===== config.mk =====
export PLATFORM = sky130hd
export DESIGN_NAME = spd_desel_addr_gen
export DESIGN_NICKNAME = d
export VERILOG_FILES = /design/src/rtl/spd_pkg.sv /design/src/rtl/spd_len_calc.sv /design/src/rtl/spd_offset_unit.sv /design/src/rtl/spd_clear_seq.sv /design/src/rtl/spd_desel_addr_gen.sv
export SDC_FILE = /design/constraint.sdc
export NUM_CORES = 1
export LEC_CHECK = 0
export BUFFER_PORTS_ARGS = -buffer_cell sky130_fd_sc_hd__clkbuf_2
export CORE_UTILIZATION = 45
export DETAILED_ROUTE_END_ITERATION = 6
export GPL_TIMING_DRIVEN = 0
export PLACE_DENSITY = 0.63
export REMOVE_ABC_BUFFERS = 1
export SETUP_SLACK_MARGIN = 0.1
export SYNTH_ARGS = -nofsm -noshare
export SYNTH_HDL_FRONTEND = slang
export SYNTH_HIERARCHICAL = 1
export SYNTH_SLANG_ARGS = --single-unit

===== constraint.sdc =====
create_clock -name clk -period 10.3 [get_ports clk]
set_clock_uncertainty 0.15 [all_clocks]
set_input_delay 0.515 -clock clk [delete_from_list [all_inputs] [get_ports clk]]
set_output_delay 0.515 -clock clk [all_outputs]
set_load 0.1 [all_outputs]

===== src/rtl/spd_pkg.sv =====
package spd_pkg;

   // modulation selector; the two upper codes share the m = 6 path
   typedef enum logic [1:0] {
      MODC_M2  = 2'd0,
      MODC_M4  = 2'd1,
      MODC_M6  = 2'd2,
      MODC_M6B = 2'd3
   } modc_e;

   // offset engine phases
   typedef enum logic [1:0] {
      OFS_IDLE = 2'd0,
      OFS_DIV  = 2'd1,
      OFS_ACC  = 2'd2
   } ofs_state_e;

endpackage


===== src/rtl/spd_len_calc.sv =====
module spd_len_calc #(
   parameter int NSCH_W = 9,
   parameter int LW     = NSCH_W + 9
) (
   input  logic [NSCH_W-1:0] nsch,
   input  logic [1:0]        mod_code,
   output logic [LW-1:0]     len
);
   import spd_pkg::*;

   localparam int BW = NSCH_W + 4;

   logic [BW-1:0] n_ext;
   logic [BW-1:0] base;
   logic [LW-1:0] base_ext;
   logic          wide_sel;
   logic          quad_sel;

   assign wide_sel = mod_code[1];
   assign quad_sel = (modc_e'(mod_code) == MODC_M4);
   assign n_ext    = {4'b0000, nsch};

   // 3n for m = 2 or 4, 9n for m = 6
   assign base = n_ext + (wide_sel ? (n_ext << 3) : (n_ext << 1));

   generate
      if (LW > BW) begin : g_ext
         assign base_ext = {{(LW-BW){1'b0}}, base};
      end else begin : g_trunc
         assign base_ext = base[LW-1:0];
      end
   endgenerate

   // times 64 for m = 4, times 32 otherwise
   assign len = quad_sel ? (base_ext << 6) : (base_ext << 5);

endmodule


===== src/rtl/spd_offset_unit.sv =====
module spd_offset_unit #(
   parameter int LW = 18,
   parameter int AW = 15
) (
   input  logic          clk,
   input  logic          rst_n,
   input  logic          go,
   input  logic [LW-1:0] len_in,
   input  logic [AW-1:0] m6n,
   input  logic [1:0]    spid,
   output logic [AW-1:0] off,
   output logic          valid
);
   import spd_pkg::*;

   localparam int CW = LW + AW;
   localparam int KW = (LW > 1) ? $clog2(LW) : 1;
   localparam logic [KW-1:0] K_TOP = KW'(LW - 1);

   ofs_state_e    st;
   logic [LW-1:0] rem;
   logic [KW-1:0] k;
   logic [AW-1:0] acc;
   logic [1:0]    cnt;

   logic [CW-1:0] rem_w;
   logic [CW-1:0] div_w;
   logic [CW-1:0] rem_sub;
   logic          take;
   logic [AW:0]   sum;
   logic [AW:0]   fold;

   // restoring remainder step: subtract 6N << k when it fits
   assign rem_w   = {{AW{1'b0}}, rem};
   assign div_w   = {{LW{1'b0}}, m6n} << k;
   assign take    = (rem_w >= div_w);
   assign rem_sub = rem_w - div_w;

   // modular accumulation of the reduced length
   assign sum  = {1'b0, acc} + {1'b0, rem_w[AW-1:0]};
   assign fold = (sum >= {1'b0, m6n}) ? (sum - {1'b0, m6n}) : sum;

   assign off = acc;

   always_ff @(posedge clk) begin
      if (!rst_n) begin
         st    <= OFS_IDLE;
         rem   <= '0;
         k     <= '0;
         acc   <= '0;
         cnt   <= '0;
         valid <= 1'b0;
      end else if (go) begin
         st    <= OFS_DIV;
         rem   <= len_in;
         k     <= K_TOP;
         acc   <= '0;
         cnt   <= spid;
         valid <= 1'b0;
      end else begin
         case (st)
            OFS_DIV: begin
               if (take) rem <= rem_sub[LW-1:0];
               if (k == '0) st <= OFS_ACC;
               else         k  <= k - 1'b1;
            end
            OFS_ACC: begin
               if (cnt == 2'd0) begin
                  valid <= 1'b1;
                  st    <= OFS_IDLE;
               end else begin
                  acc <= fold[AW-1:0];
                  cnt <= cnt - 1'b1;
               end
            end
            default: st <= OFS_IDLE;
         endcase
      end
   end

endmodule


===== src/rtl/spd_clear_seq.sv =====
module spd_clear_seq #(
   parameter int AW = 15,
   parameter int SW = 6
) (
   input  logic          clk,
   input  logic          rst_n,
   input  logic          go,
   input  logic [AW-1:0] m6n,
   output logic          we,
   output logic [AW-1:0] addr,
   output logic [SW-1:0] data,
   output logic          fin
);
   logic          active;
   logic [AW-1:0] last_addr;

   assign last_addr = m6n - AW'(1);
   assign we        = active;
   assign data      = '0;

   always_ff @(posedge clk) begin
      if (!rst_n) begin
         active <= 1'b0;
         addr   <= '0;
         fin    <= 1'b0;
      end else if (go) begin
         active <= 1'b1;
         addr   <= '0;
         fin    <= 1'b0;
      end else if (active) begin
         if (addr == last_addr) begin
            active <= 1'b0;
            fin    <= 1'b1;
         end else begin
            addr <= addr + 1'b1;
         end
      end
   end

endmodule


===== src/rtl/spd_desel_addr_gen.sv =====
module spd_desel_addr_gen #(
   parameter int NSCH_W = 9,
   parameter int N_W    = 12,
   parameter int SW     = 6
) (
   input  logic              clk,
   input  logic              rst_n,
   input  logic              start,
   input  logic [NSCH_W-1:0] nsch,
   input  logic [1:0]        mod_code,
   input  logic [1:0]        spid,
   input  logic [N_W-1:0]    n_pairs,
   output logic [NSCH_W+8:0] len_out,
   output logic [N_W+2:0]    off_out,
   output logic              done,
   output logic              clr_we,
   output logic [N_W+2:0]    clr_addr,
   output logic [SW-1:0]     clr_data
);
   localparam int LW = NSCH_W + 9;
   localparam int AW = N_W + 3;

   generate
      if (NSCH_W < 9) begin : g_bad_nsch
         $error("NSCH_W must hold a slot count of 480");
      end
      if (N_W < 1) begin : g_bad_nw
         $error("N_W must be at least 1");
      end
      if (SW < 1) begin : g_bad_sw
         $error("SW must be at least 1");
      end
   endgenerate

   logic              busy_q;
   logic              go_q;
   logic              done_q;
   logic [NSCH_W-1:0] lat_nsch;
   logic [1:0]        lat_mod;
   logic [1:0]        lat_spid;
   logic [AW-1:0]     m6n_q;
   logic [AW-1:0]     m6n_w;
   logic [LW-1:0]     len_w;
   logic [LW-1:0]     len_q;
   logic [AW-1:0]     off_q;
   logic [AW-1:0]     ofs_off;
   logic              ofs_valid;
   logic              clr_fin;

   // 6N as 4N + 2N
   assign m6n_w = ({3'b000, n_pairs} << 2) + ({3'b000, n_pairs} << 1);

   spd_len_calc #(.NSCH_W(NSCH_W), .LW(LW)) u_len (
      .nsch     (lat_nsch),
      .mod_code (lat_mod),
      .len      (len_w)
   );

   spd_offset_unit #(.LW(LW), .AW(AW)) u_ofs (
      .clk    (clk),
      .rst_n  (rst_n),
      .go     (go_q),
      .len_in (len_w),
      .m6n    (m6n_q),
      .spid   (lat_spid),
      .off    (ofs_off),
      .valid  (ofs_valid)
   );

   spd_clear_seq #(.AW(AW), .SW(SW)) u_clr (
      .clk   (clk),
      .rst_n (rst_n),
      .go    (go_q),
      .m6n   (m6n_q),
      .we    (clr_we),
      .addr  (clr_addr),
      .data  (clr_data),
      .fin   (clr_fin)
   );

   always_ff @(posedge clk) begin
      if (!rst_n) begin
         busy_q   <= 1'b0;
         go_q     <= 1'b0;
         done_q   <= 1'b0;
         lat_nsch <= '0;
         lat_mod  <= '0;
         lat_spid <= '0;
         m6n_q    <= '0;
         len_q    <= '0;
         off_q    <= '0;
      end else begin
         done_q <= 1'b0;
         go_q   <= 1'b0;
         if (!busy_q && start) begin
            busy_q   <= 1'b1;
            go_q     <= 1'b1;
            lat_nsch <= nsch;
            lat_mod  <= mod_code;
            lat_spid <= spid;
            m6n_q    <= m6n_w;
         end else if (busy_q && !go_q && clr_fin && ofs_valid) begin
            busy_q <= 1'b0;
            done_q <= 1'b1;
            len_q  <= len_w;
            off_q  <= ofs_off;
         end
      end
   end

   assign done    = done_q;
   assign len_out = len_q;
   assign off_out = off_q;

endmodule


==> impl_results.md, run 1 <==
* Critical path cell sequence: nor2_1 -> o31ai_1 -> mux2i_1 -> o21ai_0 -> nand2_1 -> ha_1 -> a21oi_1 -> o21ai_0 -> a211o_1 -> a31o_2 -> o221ai_1 -> nor4_4 -> buf_6 -> mux2i_1 -> a21oi_1
* Post-Synthesis Cell Area at 10200 um^2
* DR pass1 iterations at 5
* Reg clk slew, reported paths at 0.06 ns
* Placed insts at 1597
* Initial antenna violation count at 0
* Fin crit period at 4.76 ns
* PostCTS Resize Cnt at 0
* WL per Instance at 16.1 um
* Mux contribution to synthesized area at 8.31%
* Fraction of registers with async set/reset at 0%
* DP HPWL at 19.2 mm
* Placed Area at 10700 um^2
* Vias in the first global route at 8477
* CTS tree: done
* Hold Crit Class: input port to flop
* Startpoint Class: flop
* Worst setup path category: flop to flop
* Final Net Count at 1443
* Final setup viols at 0
* # diodes at 0
* Post-synth top area share at 24.0%
* Htree depth at 4
* Crit path max-delay family: compound AO/OA/AOI/OAI gates
* Hold buffer count at cts at 0
* CP Buf/Inv Count at 1
* Synth cell types at 87
* Synth top area cells: dfxtp_1 24%, ha_1 8.9%, nand2_1 7.1%
* Ys Warns at 6
* Seq/Total Area, Yosys at 24.0%
* Core area at 22100 um^2
* Critical path's slowest cell: dfxtp_2
* Max_slew headroom at 27.7%
* Synth area leader: dfxtp_1
* Via count at 9419
* Total Routed Length at 26.3 mm
* Max stage delay on crit path at 0.81 ns
* Max-cap violations at 0
* CP endpoint kind: flop
* Clk_lat worst skew at 0.43 ns
* Largest net degree at the start of global routing at 89
* Die ar. at 23400 um^2
* Finished layout cell area at 11300 um^2
* DP Worst Slack at 4.62 ns
* Rows at 54
* Slew Limit Fails at 0
* Most frequent cells in the layout: 194 x nand2_1, 121 x dfxtp_1, 87 x a21oi_1
* Status: completed
* GR Util met3 at 3.97%
* Synth Area in Simple Gates at 21.6%
* DRT iter0 DRCs at 726
* Longest Clk Path Bufs at 2
* Grt ovf at 0
* Fin Setup TNS at 0 ns
* Die height at 153 um
* GRT Max-Usage Layer: met2
* Setup Buffers After CTS at 0
* Compound-cell area share of the yosys netlist at 24.5%
* IO Pins at 84
* Grt met1 use at 31.6%
* Post-route clock period utilization at 46.2%
* Leakage at 0.00462 uW
* Root Buffer: clkbuf_16
* Synth Area per Inst at 7.91 um^2
* Power per Cell Area at 154 nW/um^2
* Setup ws final at 5.54 ns
* TritonCTS Sinks at 123
* Syn-to-layout area delta at 10.5%
* Worst-margin pin slew at 1.08 ns
* XOR/XNOR Fraction of Synth Area at 5.82%
* Non-filler cells, final at 1627
* Post-synth EDFFs at 0
* Dominant synthesized flop cell: dfxtp_1
* Post-Synthesis Cells at 1295
* Layout Utilization at 51.2%
* Die Wd at 153 um
* Met2 global-route usage at 36.4%
* Largest family of logic cells by synthesized area: compound AO/OA/AOI/OAI gates
* Routed vias/inst at 5.79
* PortBufs at 77
* Maximum fanout along the worst path at 37
* Gpl congestion at 0.927
* Share of cells above drive strength 1 at 12.4%
* Starting density of the core at 46.4%
* Synth Register Bits at 123
* Antenna Nets Post-Route at 0
* Commonest non-fill, non-tap cell in the layout: nand2_1
* Global-route wire length before repair at 43.4 mm
* CTS buffer count at 17
* Final hold vios at 0
* RSZ-0062 raised after global routing: false
* DRC at 0
* VDD IR-drop max at 0.0000955 V
* Required time worst endpoint at 10.42 ns
* Adder and majority gate portion of the synthesized area at 9.90%
* GRT Util Overall at 22.8%
* FMAX at 210 MHz
* Data arrival time of the worst path at 4.88 ns
## worst reg2reg max path, cell delays in order (launching register included)
cell and delay, ns:
dfxtp_2 0.81, nor2_1 0.15, o31ai_1 0.47, mux2i_1 0.21, o21ai_0 0.19, nand2_1 0.08
ha_1 0.39, a21oi_1 0.13, o21ai_0 0.43, a211o_1 0.16, a31o_2 0.15, o221ai_1 0.18
nor4_4 0.50, buf_6 0.28, mux2i_1 0.23, a21oi_1 0.09
## where the power goes
| group | switching, uW | total, uW | internal (uW) | leakage, uW |
|---|---|---|---|---|
| combinational | 340 | 600 | 260 | 0.00335 |
| sequential | 51.5 | 547 | 496 | 0.00100 |
| clock | 221 | 590 | 369 | 0.000276 |
## flip-flops by register name, indices dropped and copies added (netlist names), 2 cells and up
| name | flops |
|---|---|
| u_ofs/k | 5 |
| lat_nsch | 9 |
| u_ofs/off | 15 |
| u_ofs/cnt | 2 |
| lat_mod | 2 |
| len_out | 18 |
| u_ofs/st | 2 |
| lat_spid | 2 |
| off_out | 15 |
| u_ofs/rem | 18 |
| m6n_q | 14 |
| u_clr/addr | 15 |
## stage by stage
stage	hold slack, ns	total power, uW
after detailed placement	0.294	1150
final	0.152	1740
after global routing	0.154	1830
after CTS	0.142	1740
after floorplan	0.285	1010
after global placement	0.291	1140
## synthesized netlist by cell type, drive strengths merged (13+ instances only)
cell type	number
nand2	194
dfxtp	123
a21oi	87
o21ai	84
ha	73
nor2	56
a21boi	53
clkbuf	51
inv	51
xnor2	46
mux2i	40
nand3	32
buf	30
a21o	26
nor3	23
xor2	22
nor2b	21
nand4	19
a211oi	16
and3	15
nand2b	15
mux2	14
o211ai	14
or4	14
mux4	13
## cell families (layout without fill, tap and decap cells)
kind of cell / Yosys count / in the layout
AOI/OAI and AO/OA: 375 / 375
xor gates and xnor gates: 68 / 68
adders and majority gates: 78 / 78
buffers and inverters: 132 / 162
DFF: 123 / 123
muxes: 67 / 67
other: 3 / 25
and+or+nand+nor: 449 / 449
## final timing paths
| path | from | to | slack, ns | depth (start not counted) |
|---|---|---|---|---|
| setup / recovery | u_ofs/k[1] | u_ofs/rem[11] | 5.54 | 15 |
| hold / removal | nsch[7] | lat_nsch[7] | 0.15 | 3 |
| setup reg to reg | u_ofs/k[1] | u_ofs/rem[11] | 5.54 | 15 |
| hold reg to reg | len_out[11] | len_out[11] | 0.30 | 2 |
## per-layer routing
metal	part of all wire [%]	vias to the layer above
li1	-	4760
met1	49	4381
met2	45	250
met3	5.1	28
met4	1.4	0
met5	0	-
## cell type report
class	count	area, um^2
fillers	2182	10800
multi-input cells	1062	7290
flip-flops and latches	123	2460
clock buffers	21	470
repair buffers	82	452
well taps	280	350
inverters	51	191
clock inverters	8	95.1
No activity file was read; power rests on OpenSTA's default activity.
==> run 2: changes to the inputs <==
--- a/config.mk
+++ b/config.mk
@@ -5,6 +5,7 @@
 export SDC_FILE = /design/constraint.sdc
 export NUM_CORES = 1
 export LEC_CHECK = 0
+export ABC_AREA = 1
 export BUFFER_PORTS_ARGS = -buffer_cell sky130_fd_sc_hd__clkbuf_2
 export CORE_UTILIZATION = 45
 export DETAILED_ROUTE_END_ITERATION = 6
==> constraint.sdc (replaced) <==
create_clock -name clk -period 4.6 [get_ports clk]
set_clock_uncertainty 0.15 [all_clocks]
set_input_delay 0.23 -clock clk [delete_from_list [all_inputs] [get_ports clk]]
set_output_delay 0.23 -clock clk [all_outputs]
set_load 0.1 [all_outputs]
==> run 2 against run 1 <==
- die area grew 3.3%
- first-iteration DRC count grew 7.9%
- non-clock buffer count grew 10
- synthesized cell count rose by 30%
==> impl_results.md, run 2 <==
* Share of cells above drive strength 1 at 10.4%
* Post-synth EDFFs at 0
* Grt met1 use at 33.6%
* Cell with the most instances after synthesis: nand2_1
* Met2 global-route usage at 44.6%
* Fin crit period at 4.05 ns
* Grt ovf at 0
* Ys Warns at 6
* Die height at 155 um
* Final Net Count at 1850
* Dominant synthesized flop cell: dfxtp_1
* Post-Synthesis Cells at 1678
* Fraction of registers with async set/reset at 0%
* Final hold slack at 0.0146 ns
* Most frequent cells in the layout: 442 x nand2_1, 200 x nand3_1, 176 x nor2_1
* PortBufs at 77
* VDD IR-drop max at 0.000220 V
* Non-filler cells, final at 2068
* Synth top area cells: dfxtp_1 23%, nand2_1 16%, nand3_1 9.5%
* Synth area leader: dfxtp_1
* Status: completed
* Min-Delay Startpoint: n_pairs[11]
* Hold Crit Class: input port to flop
* DR pass1 iterations at 5
* Synth Area per Inst at 6.31 um^2
* Post-route clock period utilization at 88.0%
* Maximum fanout along the worst path at 25
* Max_slew headroom at 4.85%
* # diodes at 0
* R2R cell count at 19
* DP HPWL at 22.5 mm
* Data arrival time of the worst path at 4.24 ns
* Gpl congestion at 0.938
* Power per Cell Area at 417 nW/um^2
* FMAX at 247 MHz
* Startpoint Class: flop
* CTS buffer count at 17
* Required time worst endpoint at 4.79 ns
* Worst Hold Depth at 4
* Antenna Nets Post-Route at 0
* Reg clk slew, reported paths at 0.06 ns
* TritonCTS Sinks at 123
* Seq/Total Area, Yosys at 23.3%
* Worst setup path category: flop to flop
* Largest net degree at the start of global routing at 40
* Core area at 22800 um^2
* Slew Limit Fails at 0
* Finished layout cell area at 11800 um^2
* GR Util met3 at 3.20%
* Via count at 10900
* Commonest non-fill, non-tap cell in the layout: nand2_1
* Fin Setup TNS at 0 ns
* Longest Clk Path Bufs at 2
* WL per Instance at 14.8 um
* Worst-margin pin slew at 1.43 ns
* Initial antenna violation count at 0
* CTS tree: done
* Die ar. at 24100 um^2
* Final setup viols at 0
* Max-cap violations at 0
* Starting density of the core at 46.3%
* Synth Register Bits at 123
* Final hold vios at 0
* Total Routed Length at 30.5 mm
* Post-synth top area share at 23.3%
* IO Pins at 84
* DRT iter0 DRCs at 783
* Rows at 55
* Syn-to-layout area delta at 11.7%
* Clk_lat worst skew at 0.43 ns
* Placed insts at 2023
* CP endpoint kind: flop
* RR Startpoint: u_ofs/rem[0]
* Placed Area at 11000 um^2
* Most instantiated cells after synthesis: 442 x nand2_1, 201 x nand3_1, 176 x nor2_1
* Leakage at 0.00582 uW
* Setup Buffers After CTS at 0
* Setup crit start: u_ofs/rem[0]
* GRT Max-Usage Layer: met2
* Layout Utilization at 51.8%
* Htree depth at 4
* Routed vias/inst at 5.29
* Synth cell types at 56
* Global-route wire length before repair at 50.1 mm
* RSZ-0062 raised after global routing: false
* Post-Synthesis Cell Area at 10600 um^2
* Root Buffer: clkbuf_16
* Vias in the first global route at 10100
* DRC at 0
* GRT Util Overall at 25.9%
* Die Wd at 155 um
## run 2: cell types whose count changed after synthesis, sizes merged, moves of 21 or more
cell | before | now
a21boi | 53 | 1
a21o | 26 | 3
a21oi | 87 | 109
clkbuf | 51 | 19
inv | 51 | 180
mux2i | 40 | 0
nand2 | 194 | 465
nand3 | 32 | 211
nor2 | 56 | 184
nor2b | 21 | 0
xnor2 | 46 | 23
## run 2: critical path, stage by stage, from the launching register on
cell and delay [ns]:
dfxtp_1 0.36, ha_1 0.25, fa_1 0.41, nand3_1 0.12, nand2_1 0.12, nand2_1 0.10
nand4_1 0.15, a21oi_1 0.20, xor2_1 0.27, inv_1 0.08, ha_1 0.35, nand2_1 0.12
nor2_1 0.07, a21oi_1 0.18, nand2_1 0.08, nand2_1 0.19, nand3_4 0.28, nand3_1 0.19
nand3_1 0.14, a21oi_1 0.17
## run 2: where the power goes
group	switching (uW)	internal, uW	leakage (uW)
clock	528	932	0.000299
combinational	1450	774	0.00452
sequential	121	1130	0.00100
## run 2: worst paths after layout
check	endpoint	slack (ns)
setup / recovery	u_ofs/off[9]	0.55
setup reg to reg	u_ofs/off[9]	0.55
hold / removal	m6n_q[13]	0.01
hold reg to reg	u_ofs/valid	0.32
## run 2: area by class of cell
class                      count  area [um^2]
fill                        2415        11000
timing repair buffer          92          551
tap                          313          392
clock inverter                10          166
multi-input combinational   1327         7100
inverter                     183          692
clock buffer                  20          457
sequential                   123         2470
## run 2: timing repair
action	in CTS	in global routing
endpoints found under the setup margin	5	25
gates resized for setup	1	4
hold buffers	14	0
endpoints found under the hold margin	14	0
## run 2: routing by layer
| metal | wire length (um) | vias to the layer above |
|---|---|---|
| met4 | 580 | 0 |
| met3 | 1350 | 39 |
| met2 | 14400 | 285 |
| met5 | 0 | - |
| li1 | - | 5633 |
| met1 | 14200 | 4975 |
## run 2: per-stage QoR
step | setup WS (ns) | total power [uW]
floorplan | 0.928 | 2940
global placement | 0.102 | 3410
detailed placement | 0.0851 | 3430
CTS | 0.362 | 4910
global route | 0.204 | 5300
finish | 0.551 | 4930
## run 2: kinds of logic (layout without fill, tap and decap cells)
kind of cell,count (synthesis),count (layout),share of synthesized area (%)
and+or+nand+nor,918,918,38.1
AOI/OAI and AO/OA,259,259,14.1
buffers and inverters,243,305,10.3
DFF,123,123,23.3
adders and majority gates,78,78,9.58
xor gates and xnor gates,54,54,4.47
other,3,18,0.106
